File: src/rtl/slice_alu_pkg.sv
package slice_alu_pkg;

  typedef enum logic [1:0] {
    FN_AND = 2'b00,
    FN_OR  = 2'b01,
    FN_ADD = 2'b10,
    FN_SUB = 2'b11
  } funcSel_e;

  // Strobes from the decoder to the slice chain
  typedef struct packed {
    logic invertB;    // per-slice B inversion select
    logic carryIn;    // carry into slice 0
    logic keepCarry;  // pass the final carry to the port
    logic pickArith;  // second mux: adder sum over logic term
    logic pickOr;     // first mux: OR term over AND term
  } aluStrobes_t;

endpackage

File: src/rtl/slice_alu_ctrl.sv
module slice_alu_ctrl
  import slice_alu_pkg::*;
(
  input  logic [1:0]  funcSel,
  output aluStrobes_t strobes
);

  funcSel_e fn;
  assign fn = funcSel_e'(funcSel);

  always_comb begin
    strobes = '0;
    unique case (fn)
      FN_AND: begin
        strobes.pickOr = 1'b0;
      end
      FN_OR: begin
        strobes.pickOr  = 1'b1;
        strobes.invertB = 1'b1;
        strobes.carryIn = 1'b1;
      end
      FN_ADD: begin
        strobes.pickArith = 1'b1;
        strobes.keepCarry = 1'b1;
      end
      FN_SUB: begin
        strobes.pickArith = 1'b1;
        strobes.keepCarry = 1'b1;
        strobes.invertB   = 1'b1;
        strobes.carryIn   = 1'b1;
      end
      default: strobes = '0;
    endcase
  end

  // The low code bit feeds both inversion and slice-0 carry; the high bit gates the carry
  always_comb begin
    AST_CARRY_TRACKS_INVERT: assert (strobes.invertB == strobes.carryIn)
      else $error("carry-in and B inversion disagree");
    AST_GATE_ONLY_ARITH: assert (strobes.keepCarry == strobes.pickArith)
      else $error("carry gate out of step with arithmetic select");
  end

endmodule

File: src/rtl/slice_alu_bit.sv
module slice_alu_bit (
  input  logic a,
  input  logic b,
  input  logic invertB,
  input  logic pickOr,
  input  logic pickArith,
  input  logic cin,
  output logic z,
  output logic cout
);

  logic bSel;
  logic sum;
  logic andTerm;
  logic orTerm;
  logic logicPick;

  // 2:1 mux choosing B or its complement
  assign bSel = invertB ? ~b : b;

  // full adder
  assign sum  = a ^ bSel ^ cin;
  assign cout = (a & bSel) | (cin & (a ^ bSel));

  assign andTerm = a & b;
  assign orTerm  = a | b;

  // cascaded 2:1 muxes acting as a 3:1 selector
  assign logicPick = pickOr ? orTerm : andTerm;
  assign z         = pickArith ? sum : logicPick;

endmodule

File: src/rtl/slice_alu_datapath.sv
module slice_alu_datapath
  import slice_alu_pkg::*;
#(
  parameter int W = 8
) (
  input  logic [W-1:0] opA,
  input  logic [W-1:0] opB,
  input  aluStrobes_t  strobes,
  output logic [W-1:0] result,
  output logic         carryOut
);

  logic [W:0] chain;

  assign chain[0] = strobes.carryIn;

  for (genvar i = 0; i < W; i++) begin : g_slice
    slice_alu_bit u_bit (
      .a        (opA[i]),
      .b        (opB[i]),
      .invertB  (strobes.invertB),
      .pickOr   (strobes.pickOr),
      .pickArith(strobes.pickArith),
      .cin      (chain[i]),
      .z        (result[i]),
      .cout     (chain[i+1])
    );
  end

  assign carryOut = chain[W] & strobes.keepCarry;

  // Word-wide reference check of the rippled arithmetic
  logic [W:0] wideAdd;
  logic [W:0] wideSub;
  assign wideAdd = {1'b0, opA} + {1'b0, opB};
  assign wideSub = {1'b0, opA} + {1'b0, ~opB} + {{W{1'b0}}, 1'b1};

  always_comb begin
    if (strobes.pickArith && !strobes.invertB && !strobes.carryIn) begin
      AST_RIPPLE_MATCHES_ADD: assert ({chain[W], result} == wideAdd)
        else $error("ripple sum differs from word add");
    end
    if (strobes.pickArith && strobes.invertB && strobes.carryIn) begin
      AST_RIPPLE_MATCHES_SUB: assert ({chain[W], result} == wideSub)
        else $error("ripple difference differs from word subtract");
    end
  end

endmodule

File: src/rtl/slice_alu.sv
module slice_alu
  import slice_alu_pkg::*;
#(
  parameter int W = 8
) (
  input  logic [W-1:0] opA,
  input  logic [W-1:0] opB,
  input  logic [1:0]   funcSel,
  output logic [W-1:0] result,
  output logic         carryOut
);

  aluStrobes_t strobes;

  slice_alu_ctrl u_ctrl (
    .funcSel(funcSel),
    .strobes(strobes)
  );

  slice_alu_datapath #(.W(W)) u_dp (
    .opA     (opA),
    .opB     (opB),
    .strobes (strobes),
    .result  (result),
    .carryOut(carryOut)
  );

  always_comb begin
    if (funcSel == 2'b00) begin
      AST_AND_RESULT: assert (result == (opA & opB))
        else $error("AND result wrong");
    end
    if (funcSel == 2'b01) begin
      AST_OR_RESULT: assert (result == (opA | opB))
        else $error("OR result wrong");
    end
    if (!funcSel[1]) begin
      AST_LOGIC_NO_CARRY: assert (carryOut == 1'b0)
        else $error("carry leaked on logic code");
    end
    if (funcSel == 2'b11) begin
      AST_SUB_NO_BORROW: assert (carryOut == (opA >= opB))
        else $error("subtract carry not the no-borrow flag");
    end
  end

endmodule

File: config.mk
export PLATFORM = sky130hd
export DESIGN_NAME = slice_alu
export DESIGN_NICKNAME = d
export VERILOG_FILES = /design/src/rtl/slice_alu_pkg.sv /design/src/rtl/slice_alu_ctrl.sv /design/src/rtl/slice_alu_bit.sv /design/src/rtl/slice_alu_datapath.sv /design/src/rtl/slice_alu.sv
export SDC_FILE = /design/constraint.sdc
export NUM_CORES = 1
export LEC_CHECK = 0
export BUFFER_PORTS_ARGS = -buffer_cell sky130_fd_sc_hd__buf_2
export CORE_AREA = 5 5 42 44
export DETAILED_ROUTE_END_ITERATION = 12
export DIE_AREA = 0 0 47 49
export PLACE_DENSITY_LB_ADDON = 0.25
export SLEW_MARGIN = 20
export SYNTH_ARGS = -nofsm -noshare
export SYNTH_HDL_FRONTEND = slang
export SYNTH_HIERARCHICAL = 1
export SYNTH_SLANG_ARGS = --single-unit
File: constraint.sdc
create_clock -name vclk -period 11
set_clock_uncertainty 0.15 [all_clocks]
set_input_delay 0.55 -clock vclk [all_inputs]
set_output_delay 0.55 -clock vclk [all_outputs]
set_load 0.02 [all_outputs]
# [After elaboration in Yosys (flattened, before gate mapping)]
# Cells that the tools add are included.
[op_classes] n_eq_ne=3 n_mux=27 bitwise_logic=65 reduce_logical=2
[op_table] op="bitwise AND 1 bit" n=25
[op_table] op="two-way mux 1 bit" n=25
[op_table] op="bitwise OR 1 bit" n=16
[op_table] op="XOR 1 bit" n=16
[op_table] op="NOT 1 bit" n=8
[op_table] op="equality test 2 bit, second input constant" n=2
[op_table] op="two-way mux 2 bit" n=2
[op_table] op="OR reduction 2 bit" n=2
[op_table] op="equality test 2 x 1 -> 1 bit, second input constant" n=1
[totals] ff_bits=0 input_bits=18 out_inout_bits=9 word_cells=97

# [Longest topological paths before layout]
# Gate-level depths: netlist (run 1).
[depth] word_depth=22 depth_mapped=27 depth_no_buf=25

# [Hierarchy]
# The synthesis (run 1) kept the hierarchy.
[modules_own_cells] mod="slice_alu_bit" n_inst=8 cells_per_inst=9 area_each_um2=62.6 seq_area_each_um2=0.0
[modules_own_cells] mod="slice_alu_ctrl" n_inst=1 cells_per_inst=5 area_each_um2=28.8 seq_area_each_um2=0.0
[modules_own_cells] mod="slice_alu_datapath" n_inst=1 cells_per_inst=1 area_each_um2=6.3 seq_area_each_um2=0.0

# [Least setup slack after synthesis (run 1)]
# OpenSTA, ideal clock, no wires.
[synth_path] kind="input to output" start="input port funcSel[0]" end="output port result[7]" arrival_time_ps=4982 required_time_ps=10300 path_slack_ps=5318 cell_stages=26 path_buffers=2 cell_sequence="clkbuf_1 > buf_4 > xnor2_1 > fa_1 > inv_1 > inv_1 > fa_1 > inv_1 > inv_1 > fa_1 > inv_1 > inv_1 > fa_1 > inv_1 > inv_1 > fa_1 > inv_1 > inv_1 > fa_1 > inv_1 > inv_1 > fa_1 > inv_1 > inv_1 > fa_1 > o22ai_1"
[synth_rtl] item="from (decl)" line_no="slice_alu.sv:8" source="input logic [1:0] funcSel,"
[synth_rtl] item="to (decl)" line_no="slice_alu.sv:9" source="output logic [W-1:0] result,"

# [Worst setup path in the final report (run 1)]
[layout_path] start="input port funcSel[0]" end="output port result[7]"
[layout_via] elab_chain_cells=21 elab_cells_between_ends=48 cone_classes="eq/ne: 3; mux: 13; bitwise: 30; reduce/logical: 2"
[layout_rtl] item="equality test 2 x 1 -> 1 bit or equality test 2 bit (tied branches)" line_no="slice_alu_ctrl.sv:13" source="unique case (fn)"
[layout_rtl] item="OR reduction 2 bit (no line) (*)"
[layout_rtl] item="two-way mux 2 bit (*)" line_no="slice_alu_ctrl.sv:13"
[layout_rtl] item="two-way mux 1 bit" line_no="slice_alu_bit.sv:19" source="assign bSel = invertB ? ~b : b;"
[layout_rtl] item="XOR 1 bit" line_no="slice_alu_bit.sv:23" source="assign cout = (a & bSel) | (cin & (a ^ bSel));"
[layout_rtl] item="bitwise AND 1 bit" line_no="slice_alu_bit.sv:23"
[layout_rtl] item="bitwise OR 1 bit (*)" line_no="slice_alu_bit.sv:23"
[layout_rtl] item="net u_dp.chain[1]" line_no="slice_alu_datapath.sv:13" source="logic [W:0] chain;"
[layout_rtl] item="[... 2 more ...]"
[layout_rtl] item="net u_dp.chain[2]" line_no="slice_alu_datapath.sv:13"
[layout_rtl] item="[... 2 more ...]"
[layout_rtl] item="net u_dp.chain[3]" line_no="slice_alu_datapath.sv:13"
[layout_rtl] item="[... 2 more ...]"
[layout_rtl] item="net u_dp.chain[4]" line_no="slice_alu_datapath.sv:13"
[layout_rtl] item="[... 2 more ...]"
[layout_rtl] item="net u_dp.chain[5]" line_no="slice_alu_datapath.sv:13"
[layout_rtl] item="bitwise AND 1 bit (*)" line_no="slice_alu_bit.sv:23"
[layout_rtl] item="bitwise OR 1 bit (*)" line_no="slice_alu_bit.sv:23"
[layout_rtl] item="net u_dp.chain[6]" line_no="slice_alu_datapath.sv:13"
[layout_rtl] item="bitwise AND 1 bit (*)" line_no="slice_alu_bit.sv:23"
[layout_rtl] item="bitwise OR 1 bit (*)" line_no="slice_alu_bit.sv:23"
[layout_rtl] item="net u_dp.chain[7]" line_no="slice_alu_datapath.sv:13"
[layout_rtl] item="XOR 1 bit (*)" line_no="slice_alu_bit.sv:22" source="assign sum = a ^ bSel ^ cin;"
[layout_rtl] item="two-way mux 1 bit (*)" line_no="slice_alu_bit.sv:30" source="assign z = pickArith ? sum : logicPick;"
# The timed path passes the listed nets; every way through them passes the cells marked *.

==> impl_results.md, run 1 <==
- Sequential cell area fraction in the yosys report: 0%
- # DRC: 0
- Mapped cell area: approximately 540 um2
- Largest net degree at the start of global routing: 19
- Fraction of final layout cells sized beyond drive strength 1: roughly a quarter
- Worst hold-check path type: input pin to output port
- Delay of the slowest cell on the worst path: 0.45 ns
- Total number of placement rows: 14
- Beginning of the critical path: funcSel[0]
- Final Hold Vio Count: 0
- Routed Wire Length: around 1100 um
- Register area: 0 um2
- Critical Path End: result[7]
- Area post-placement: 668 um2
- Floorplan die height: slightly below 50 um
- Via count of the first global-routing pass: a little under 500
- Remaining global-route overflow: 0
- Antenna violations before repair: 0
- Die area: 2300 um2
- Number of primary I/O pins: 27
- Startpoint type of the worst setup path: input pin
- Area of the placeable core: about 1400 um2
- Initial core utilization: 38.2%
- Clk_buf instances: 0
- Required time at the endpoint of the critical path: ~10 ns
- Fin. max-slew vios: 0
- Remaining antenna violation count after routing: 0
- Aggregate negative setup slack: 0 ns
- Data arrival time of the critical path: between 5 and 6 ns
- Final setup violation count: 0
- Initial DRC Count: 5
- Number of warnings issued by yosys: 6
- Seq cells: 0
- Transition time of the tightest slew-check pin: around 1.0 ns
- Final worst path period share: 52.3%
- Vias after detailed routing: 531
- Number of antenna repair diodes: 0
- Leakage power: slightly above 0.4 nW
- RSZ-0062 raised after global routing: no
- Worst Setup Path Type: input pin to output port
- Maximum operating frequency: roughly 170 MHz
- Max Cap Viol: 0
- Via count normalized by instance count: 4.54
- Min setup slack post-route: roughly 5.2 ns
- Minimum clock period after layout: 5.75 ns
- Number of distinct library cells after synthesis: 10
- Gate Count Post-Synth: 78
- Cell repeated most along the worst path: inv_1
- Area of the multi-input gates: just under 400 um2
- Area added between synthesis and finish: 24.8%
- Library cell with the largest summed area after synthesis: fa_1
- Number of buffers inserted for hold repair after clock tree synthesis: 0
- Avg Inst Size Synth: between 6 and 7 um2
- Pre-CTS WS: roughly 5.2 ns
- Filler cell count in the final layout: about 170
- Horizontal extent of the die: roughly 47 um
- Post-DR wirelength/cell: a little over 9 um
- Weighted congestion at the end of routability-driven global placement: ~0.68
- Total of buffers placed on input and output ports: 27
- Post-CTS setup buffer count: 0
- Cell with the most instances after synthesis: inv_1
- Outcome: complete, no violations
- Share of Yosys cell area claimed by the top area cell type: between 20% and 30%
- Maximum fanout along the worst path: 10
- Pwr per Cell Area: 63.1 nW/um2
- First-pass GRT wire length: approximately 1900 um
- Estimated wirelength of the detail-placed design: around 910 um
- VDD IR-drop max: between 0.02 and 0.03 mV
- Slew Limit Headroom: between 30 and 40%
- CTS-repair resized insts: 0
- Number of optimization iterations in the first detailed-route pass: 2
- Total global-route track usage: 9.86%
- Type of element capturing the critical path: output port
- Fin nets: 129
- Slowest cell on the critical path: fa_1
- Post-layout instance area: around 670 um2
- Top cells by area in the synthesized netlist: fa_1 (30%), inv_1 (22%), xnor2_1 (13%)
- Synthesized netlist net count: around 100
-- metal layers --
layer / vias up / wire (um) / track usage, %
met5: - / 0 / 0
met4: 0 / 0 / 0.461
met3: 0 / 70 / 0
met2: 13 / 536 / 17.6
met1: 242 / 473 / 13.5
li1: 276 / - / -
-- cell usage in the layout (no fill, tap or decap) --
cell,n
o22ai_1,8
and2_1,1
fa_1,8
xnor2_1,8
a21oi_1,8
nor2b_1,1
buf_2,27
o21bai_1,8
inv_1,32
-- stage by stage --
step / hold WS [ns] / cells / utilization (%) / total power, mW
finish: 1.36 / 117 / 47.7 / 0.0421
detailed placement: 1.36 / 117 / 47.7 / 0.0426
global route: 1.38 / 117 / 47.7 / 0.0484
global placement: 1.35 / 117 / 47.7 / 0.0415
floorplan: 1.21 / 78 / - / 0.0298
CTS: 1.36 / 117 / 47.7 / 0.0428
-- critical path, delay by kind of cell --
| family | cells | cell delay [ns] |
|---|---|---|
| adders and majority gates | 8 | 3.11 |
| buffers and inverters | 17 | 1.26 |
| AOI/OAI and AO/OA | 1 | 0.15 |
-- worst min-delay path by stage --
stage | from | to | slack (ns) | depth (start not counted)
5_1_grt | opA[0] | result[0] | 1.38 | 4
2_1_floorplan | opB[0] | result[0] | 1.21 | 2
3_5_place_dp | opA[0] | result[0] | 1.36 | 4
4_1_cts | opA[0] | result[0] | 1.36 | 4
3_3_place_gp | opA[4] | result[4] | 1.35 | 4
6_report | opA[0] | result[0] | 1.36 | 4
-- cell type report --
| class | count | share of cell area [%] |
|---|---|---|
| inverters | 32 | 18.0 |
| multi-input cells | 42 | 58.8 |
| well taps | 16 | 3.00 |
| repair buffers | 27 | 20.2 |
-- where the power goes --
group          switching (mW)  internal (mW)
Clock                       0              0
Sequential                  0              0
Combinational          0.0247         0.0174
-- kinds of logic after synthesis --
logic type / share of synthesized area (%)
AO/OA/AOI/OAI: 28.0
XOR/XNOR: 13.1
adder cells (fa/ha/maj): 29.9
buffers and inverters: 26.6
AND/OR/NAND/NOR: 2.34
No activity file was read; power rests on OpenSTA's default activity.
==> inputs of run 2 (changes only) <==
--- a/config.mk
+++ b/config.mk
@@ -5,6 +5,7 @@
 export SDC_FILE = /design/constraint.sdc
 export NUM_CORES = 1
 export LEC_CHECK = 0
+export ABC_AREA = 1
 export BUFFER_PORTS_ARGS = -buffer_cell sky130_fd_sc_hd__buf_2
 export CORE_AREA = 5 5 42 44
 export DETAILED_ROUTE_END_ITERATION = 12
==> constraint.sdc (replaced) <==
create_clock -name vclk -period 5.93
set_clock_uncertainty 0.15 [all_clocks]
set_input_delay 0.2965 -clock vclk [all_inputs]
set_output_delay 0.2965 -clock vclk [all_outputs]
set_load 0.02 [all_outputs]
==> impl_results.md, run 2 <==
- Gate Count Post-Synth: 112 (+44%)
- Post-layout instance area: 733 um2 (+9.7%)
- Cell types with the highest counts after synthesis: nand2_1 (41), inv_1 (34), nor2_1 (16)
- Beginning of the critical path: funcSel[0]
- Number of distinct library cells after synthesis: 8 (-2)
- Routed Wire Length: 1160 um (+7.0%)
- Cell repeated most along the worst path: inv_1
- Required time at the endpoint of the critical path: 5.48 ns (-4.82 ns)
- Switching share of power: 61.0% (+2.3 points)
- Post-synthesis xor/xnor area fraction: 11.7% (-1.4 points)
- Met3 Use GR: 0.369% (+0.37 points)
- Layer with the highest usage after global routing: met2
- Library cell with the largest summed area after synthesis: fa_1
- Area added between synthesis and finish: 22.1%
- Final worst path period share: a little under 90%
- Critical Path End: result[7]
- Floorplan die height: 49 um (unchanged)
- VDD IR-drop max: 0.0521 mV (+95%)
- Max Cap Viol: 0 (unchanged)
- Comb power frac: 100.0% (about the same)
- Dominant combinational cell family by area after synthesis: simple AND/OR/NAND/NOR gates
- Delay of the slowest cell on the worst path: 0.49 ns (+0.04 ns)
- Via count of the first global-routing pass: 592 (+19%)
- Pint: 33.3 uW (+91%)
- Remaining global-route overflow: 0 (unchanged)
- Antenna violations before repair: 0 (unchanged)
- Slew Limit Headroom: 59.4% (+26 points)
- Share of synthesized cell area in and, or, nand and nor gates: 36.7% (+34 points)
- Minimum clock period after layout: approximately 5.2 ns
- Data arrival time of the critical path: 4.75 ns (-0.30 ns)
- Largest net degree at the start of global routing: 19 (unchanged)
- Number of optimization iterations in the first detailed-route pass: 4 (+2)
- Net switching power: 52.0 uW (+110%)
- Avg Inst Size Synth: 5.36 um2 (-22%)
- Final cell utilization of the core: 52.3% (+4.6 points)
- Number of warnings issued by yosys: 6 (unchanged)
- Post-DR wirelength/cell: 7.66 um (-17%)
- Final Hold Vio Count: 0 (unchanged)
- Final setup violation count: 0 (unchanged)
- Worst Setup Path Type: input pin to output port
- Filler cell count in the final layout: 161 (-2.4%)
- Synthesized netlist net count: 138 (+33%)
- Die area: 2300 um2 (unchanged)
- Sequential cell area fraction in the yosys report: 0% (unchanged)
- Initial core utilization: 42.9% (+4.6 points)
- Most common library cell in the layout ignoring fill and taps: nand2_1
- Top cells by area in the synthesized netlist: fa_1 (27%), nand2_1 (26%), inv_1 (21%)
- Vias after detailed routing: 648 (+22%)
- Via count normalized by instance count: 4.29 (-5.4%)
- Maximum operating frequency: about 190 MHz
- Estimated wirelength of the detail-placed design: 967 um (+6.6%)
- Slowest cell on the critical path: fa_1
- Fin. max-slew vios: 0 (unchanged)
- Pre-CTS WS: 0.673 ns (-4.52 ns)
- Number of primary I/O pins: 27 (unchanged)
- Initial DRC Count: 5 (unchanged)
- Share of cell area taken by muxes after synthesis: 0% (unchanged)
- Weighted congestion at the end of routability-driven global placement: 0.691 (+1.3%)
- Min setup slack post-route: 0.730 ns (-4.52 ns)
- First-pass GRT wire length: 2170 um (+16%)
- Area post-placement: 733 um2 (+9.7%)
- RSZ-0062 raised after global routing: no
- Startpoint type of the worst setup path: input pin
- CTS-repair resized insts: 0 (unchanged)
- Type of element capturing the critical path: output port
- Number of buffers inserted for hold repair after clock tree synthesis: 0 (unchanged)
- Synthesized-area fraction occupied by ao, oa, aoi and oai cells: 0% (-28 points)
- Commonest cells after routing, fill and taps aside: nand2_1 (41), inv_1 (34), buf_2 (27)
- Share of Yosys cell area claimed by the top area cell type: 26.7% (-3.2 points)
- Leakage power: 0.509 nW (+24%)
- Total of buffers placed on input and output ports: 27 (unchanged)
- Transition time of the tightest slew-check pin: 0.608 ns (-0.393 ns)
- Post-CTS setup buffer count: 0 (unchanged)
- Fraction of final layout cells sized beyond drive strength 1: 20.7% (-6.0 points)
- Min Hold Slack: 0.869 ns (-0.488 ns)
- Cell with the most instances after synthesis: nand2_1
- Remaining antenna violation count after routing: 0 (unchanged)
- Synth Area in Adders: 26.7% (-3.2 points)
- Mapped cell area: 601 um2 (+12%)
- Clk_buf instances: 0 (unchanged)
- Register area: 0 um2 (unchanged)
- Total number of placement rows: 14 (unchanged)
- Share of power burned in registers: 0% (unchanged)
- Total global-route track usage: 11.4% (+1.6 points)
- Horizontal extent of the die: 47 um (unchanged)
- Seq cells: 0 (unchanged)
- Worst hold-check path type: input pin to output port
- Fin nets: 163 (+26%)
- Maximum fanout along the worst path: 10 (unchanged)
- # DRC: 0 (unchanged)
- Grt met2 use: 21.0% (+3.4 points)
- Outcome: complete, no violations
- Area of the multi-input gates: 450 um2 (+15%)
- Pwr per Cell Area: 116 nW/um2 (+84%)
- Area of the placeable core: 1400 um2 (unchanged)
- Clock share of power: 0% (unchanged)
- M1 GR Usage: 14.9% (+1.4 points)
- Number of antenna repair diodes: 0 (unchanged)
- Aggregate negative setup slack: 0 ns (unchanged)
==> run 2: changes by cell type after synthesis <==
cell      previous run  this run
inv_1               32        34
a21oi_1              8         0
nor2b_1              1         0
nor2_2               0         1
o22ai_1              8         0
nor2_1               0        16
and2_1               1         0
o21bai_1             8         0
nand2_1              0        41
==> run 2: how the worst min path moves through the flow <==
stage / start / end / slack [ns] / depth (start not counted)
finish: opA[3] / result[3] / 0.87 / 6
floorplan: opB[0] / result[0] / 0.69 / 4
global placement: opA[6] / result[6] / 0.87 / 6
detailed placement: opA[3] / result[3] / 0.87 / 6
CTS: opA[3] / result[3] / 0.87 / 6
global route: opA[6] / result[6] / 0.93 / 6
==> run 2: power by group through the flow <==
stage / clock, mW / combinational (mW) / sequential (mW)
floorplan: 0 / 0.0631 / 0
global placement: 0 / 0.0843 / 0
detailed placement: 0 / 0.0864 / 0
CTS: 0 / 0.0871 / 0
global route: 0 / 0.101 / 0
finish: 0 / 0.0853 / 0
==> run 2: worst max-delay path, delay by kind of cell <==
kind / cells / cell delay, ns
buffers and inverters: 17 / 1.16
adders and majority gates: 8 / 3.09
and+or+nand+nor: 2 / 0.09
xor gates and xnor gates: 1 / 0.12
==> run 2: cell families after synthesis <==
kind of cell | after synthesis
adder cells (fa/ha/maj) | 8
buffers and inverters | 38
XOR/XNOR | 8
AND/OR/NAND/NOR | 58
==> run 2: stage by stage <==
step,total power [mW],instances
2_1_floorplan,0.0631,112
6_report,0.0853,151
3_3_place_gp,0.0843,151
3_5_place_dp,0.0864,151
4_1_cts,0.0871,151
5_1_grt,0.101,151
==> run 2: layer usage <==
metal | up-vias | share of wire, %
li1 | 344 | -
met1 | 287 | 41
met2 | 17 | 51
met3 | 0 | 8.4
met4 | 0 | 0
met5 | - | 0
==> run 2: final cells by class <==
type / instances / area share [%]
multi-input cells: 74 / 61.4
repair buffers: 27 / 18.4
inverters: 34 / 17.4
well taps: 16 / 2.73
==> inputs of run 3 (changes only) <==
--- a/config.mk
+++ b/config.mk
@@ -7,10 +7,12 @@
 export LEC_CHECK = 0
 export ABC_AREA = 1
 export BUFFER_PORTS_ARGS = -buffer_cell sky130_fd_sc_hd__buf_2
-export CORE_AREA = 5 5 42 44
+export CELL_PAD_IN_SITES_DETAIL_PLACEMENT = 1
+export CELL_PAD_IN_SITES_GLOBAL_PLACEMENT = 2
+export CORE_MARGIN = 5
+export CORE_UTILIZATION = 23
 export DETAILED_ROUTE_END_ITERATION = 12
-export DIE_AREA = 0 0 47 49
-export PLACE_DENSITY_LB_ADDON = 0.25
+export PLACE_DENSITY_LB_ADDON = 0.1
 export SLEW_MARGIN = 20
 export SYNTH_ARGS = -nofsm -noshare
 export SYNTH_HDL_FRONTEND = slang
==> impl_results.md, run 3 (synthesized netlist as in run 2, its figures left out) <==
- Antenna violations before repair: 0 (unchanged)
- Die area: 3730 um2 (+62%)
- Remaining antenna violation count after routing: 0 (unchanged)
- Via count normalized by instance count: 3.99 (-6.9%)
- Area of the placeable core: 2480 um2 (+77%)
- Initial core utilization: 24.2% (-19 points)
- Number of primary I/O pins: 27 (unchanged)
- Seq cells: 0 (unchanged)
- Largest net degree at the start of global routing: 19 (unchanged)
- Slew Limit Headroom: 56.0% (-3.4 points)
- First-pass GRT wire length: 2510 um (+16%)
- Post-DR wirelength/cell: 8.92 um (+16%)
- Register area: 0 um2 (unchanged)
- Via count of the first global-routing pass: 657 (+11%)
- Filler-free cell count of the finished design: 165 (+9.3%)
- Area post-placement: 751 um2 (+2.4%)
- Total number of placement rows: 18 (+4)
- Aggregate negative setup slack: 0 ns (unchanged)
- Estimated wirelength of the detail-placed design: 1240 um (+28%)
- Beginning of the critical path: funcSel[0]
- Maximum fanout along the worst path: 10 (unchanged)
- Number of antenna repair diodes: 0 (unchanged)
- Fin nets: 163 (unchanged)
- Final Hold Vio Count: 0 (unchanged)
- Post-placement cell count: 165 (+9.3%)
- Number of optimization iterations in the first detailed-route pass: 3 (-1)
- Floorplan die height: 61.1 um (+25%)
- Minimum clock period after layout: 5.27 ns (+0.0653 ns)
- Most common library cell in the layout ignoring fill and taps: nand2_1
- Worst Setup Path Type: input pin to output port
- Total of buffers placed on input and output ports: 27 (unchanged)
- Pre-CTS WS: 0.582 ns (-0.0909 ns)
- VDD IR-drop max: 0.0331 mV (-37%)
- Worst hold-check path type: input pin to output port
- Post-layout instance area: 751 um2 (+2.4%)
- Min Hold Slack: 0.873 ns (+0.00414 ns)
- Required time at the endpoint of the critical path: 5.48 ns (about the same)
- # DRC: 0 (unchanged)
- Leakage power: 0.509 nW (unchanged)
- Type of element capturing the critical path: output port
- Clk_buf instances: 0 (unchanged)
- Data arrival time of the critical path: 4.82 ns (+0.07 ns)
- Final worst path period share: 88.8% (+1.1 points)
- Startpoint type of the worst setup path: input pin
- Pwr per Cell Area: 115 nW/um2 (-0.81%)
- Final cell utilization of the core: 30.3% (-22 points)
- Final setup violation count: 0 (unchanged)
- Area added between synthesis and finish: 25.0%
- Max Cap Viol: 0 (unchanged)
- Fraction of final layout cells sized beyond drive strength 1: 20.7% (unchanged)
- Transition time of the tightest slew-check pin: 0.659 ns (+0.0509 ns)
- Commonest cells after routing, fill and taps aside: nand2_1 (41), inv_1 (34), buf_2 (27)
- CTS-repair resized insts: 0 (unchanged)
- Fin. max-slew vios: 0 (unchanged)
- Initial DRC Count: 8 (+3)
- Weighted congestion at the end of routability-driven global placement: 0.668 (-3.4%)
- Horizontal extent of the die: 61.1 um (+30%)
- Vias after detailed routing: 659 (+1.7%)
- Total Power Consumption: 86.6 uW (+1.6%)
- Maximum operating frequency: 190 MHz (-1.2%)
- Total global-route track usage: 8.30% (-3.1 points)
- Number of buffers inserted for hold repair after clock tree synthesis: 0 (unchanged)
- Remaining global-route overflow: 0 (unchanged)
- Routed Wire Length: 1470 um (+27%)
- Post-CTS setup buffer count: 0 (unchanged)
- Outcome: complete, no violations
- Launch instance of the worst min-delay path: opA[5]
- RSZ-0062 raised after global routing: no
- Min setup slack post-route: 0.664 ns (-0.0653 ns)
## run 3: cell counts in the layout (fill, tap and decap cells not counted)
Identical to the previous run, type by type.
## run 3: cell type report
class              instances  area [um2]
fillers                  351        1730
inverters                 34         128
multi-input cells         74         450
well taps                 30        37.5
repair buffers            27         135
## run 3: layer usage
layer | global-route usage, % | up-vias | wire length [um]
met5 | 0 | - | 0
met4 | 0 | 0 | 0
met3 | 0.419 | 0 | 70
met2 | 16.3 | 13 | 770
met1 | 10.5 | 302 | 630
li1 | - | 344 | -
## run 3: worst paths after layout
check                 slack [ns]        end  cells after the start
worst max-delay path        0.66  result[7]                     28
worst min-delay path        0.87  result[5]                      6
## run 3: where the power goes
group	internal [mW]	switching, mW	total [mW]
clock	0	0	0
sequential	0	0	0
combinational	0.0335	0.0531	0.0866
## run 3: critical path, stage by stage
cell and delay, ns:
buf_2 0.25, inv_1 0.10, fa_1 0.39, inv_1 0.07
inv_1 0.05, fa_1 0.37, inv_1 0.06, inv_1 0.04
fa_1 0.37, inv_1 0.06, inv_1 0.04, fa_1 0.38
inv_1 0.06, inv_1 0.05, fa_1 0.38, inv_1 0.06
inv_1 0.05, fa_1 0.38, inv_1 0.06, inv_1 0.05
fa_1 0.38, inv_1 0.06, inv_1 0.04, fa_1 0.49
inv_1 0.04, nand2_1 0.04, nand2_1 0.05, buf_2 0.15
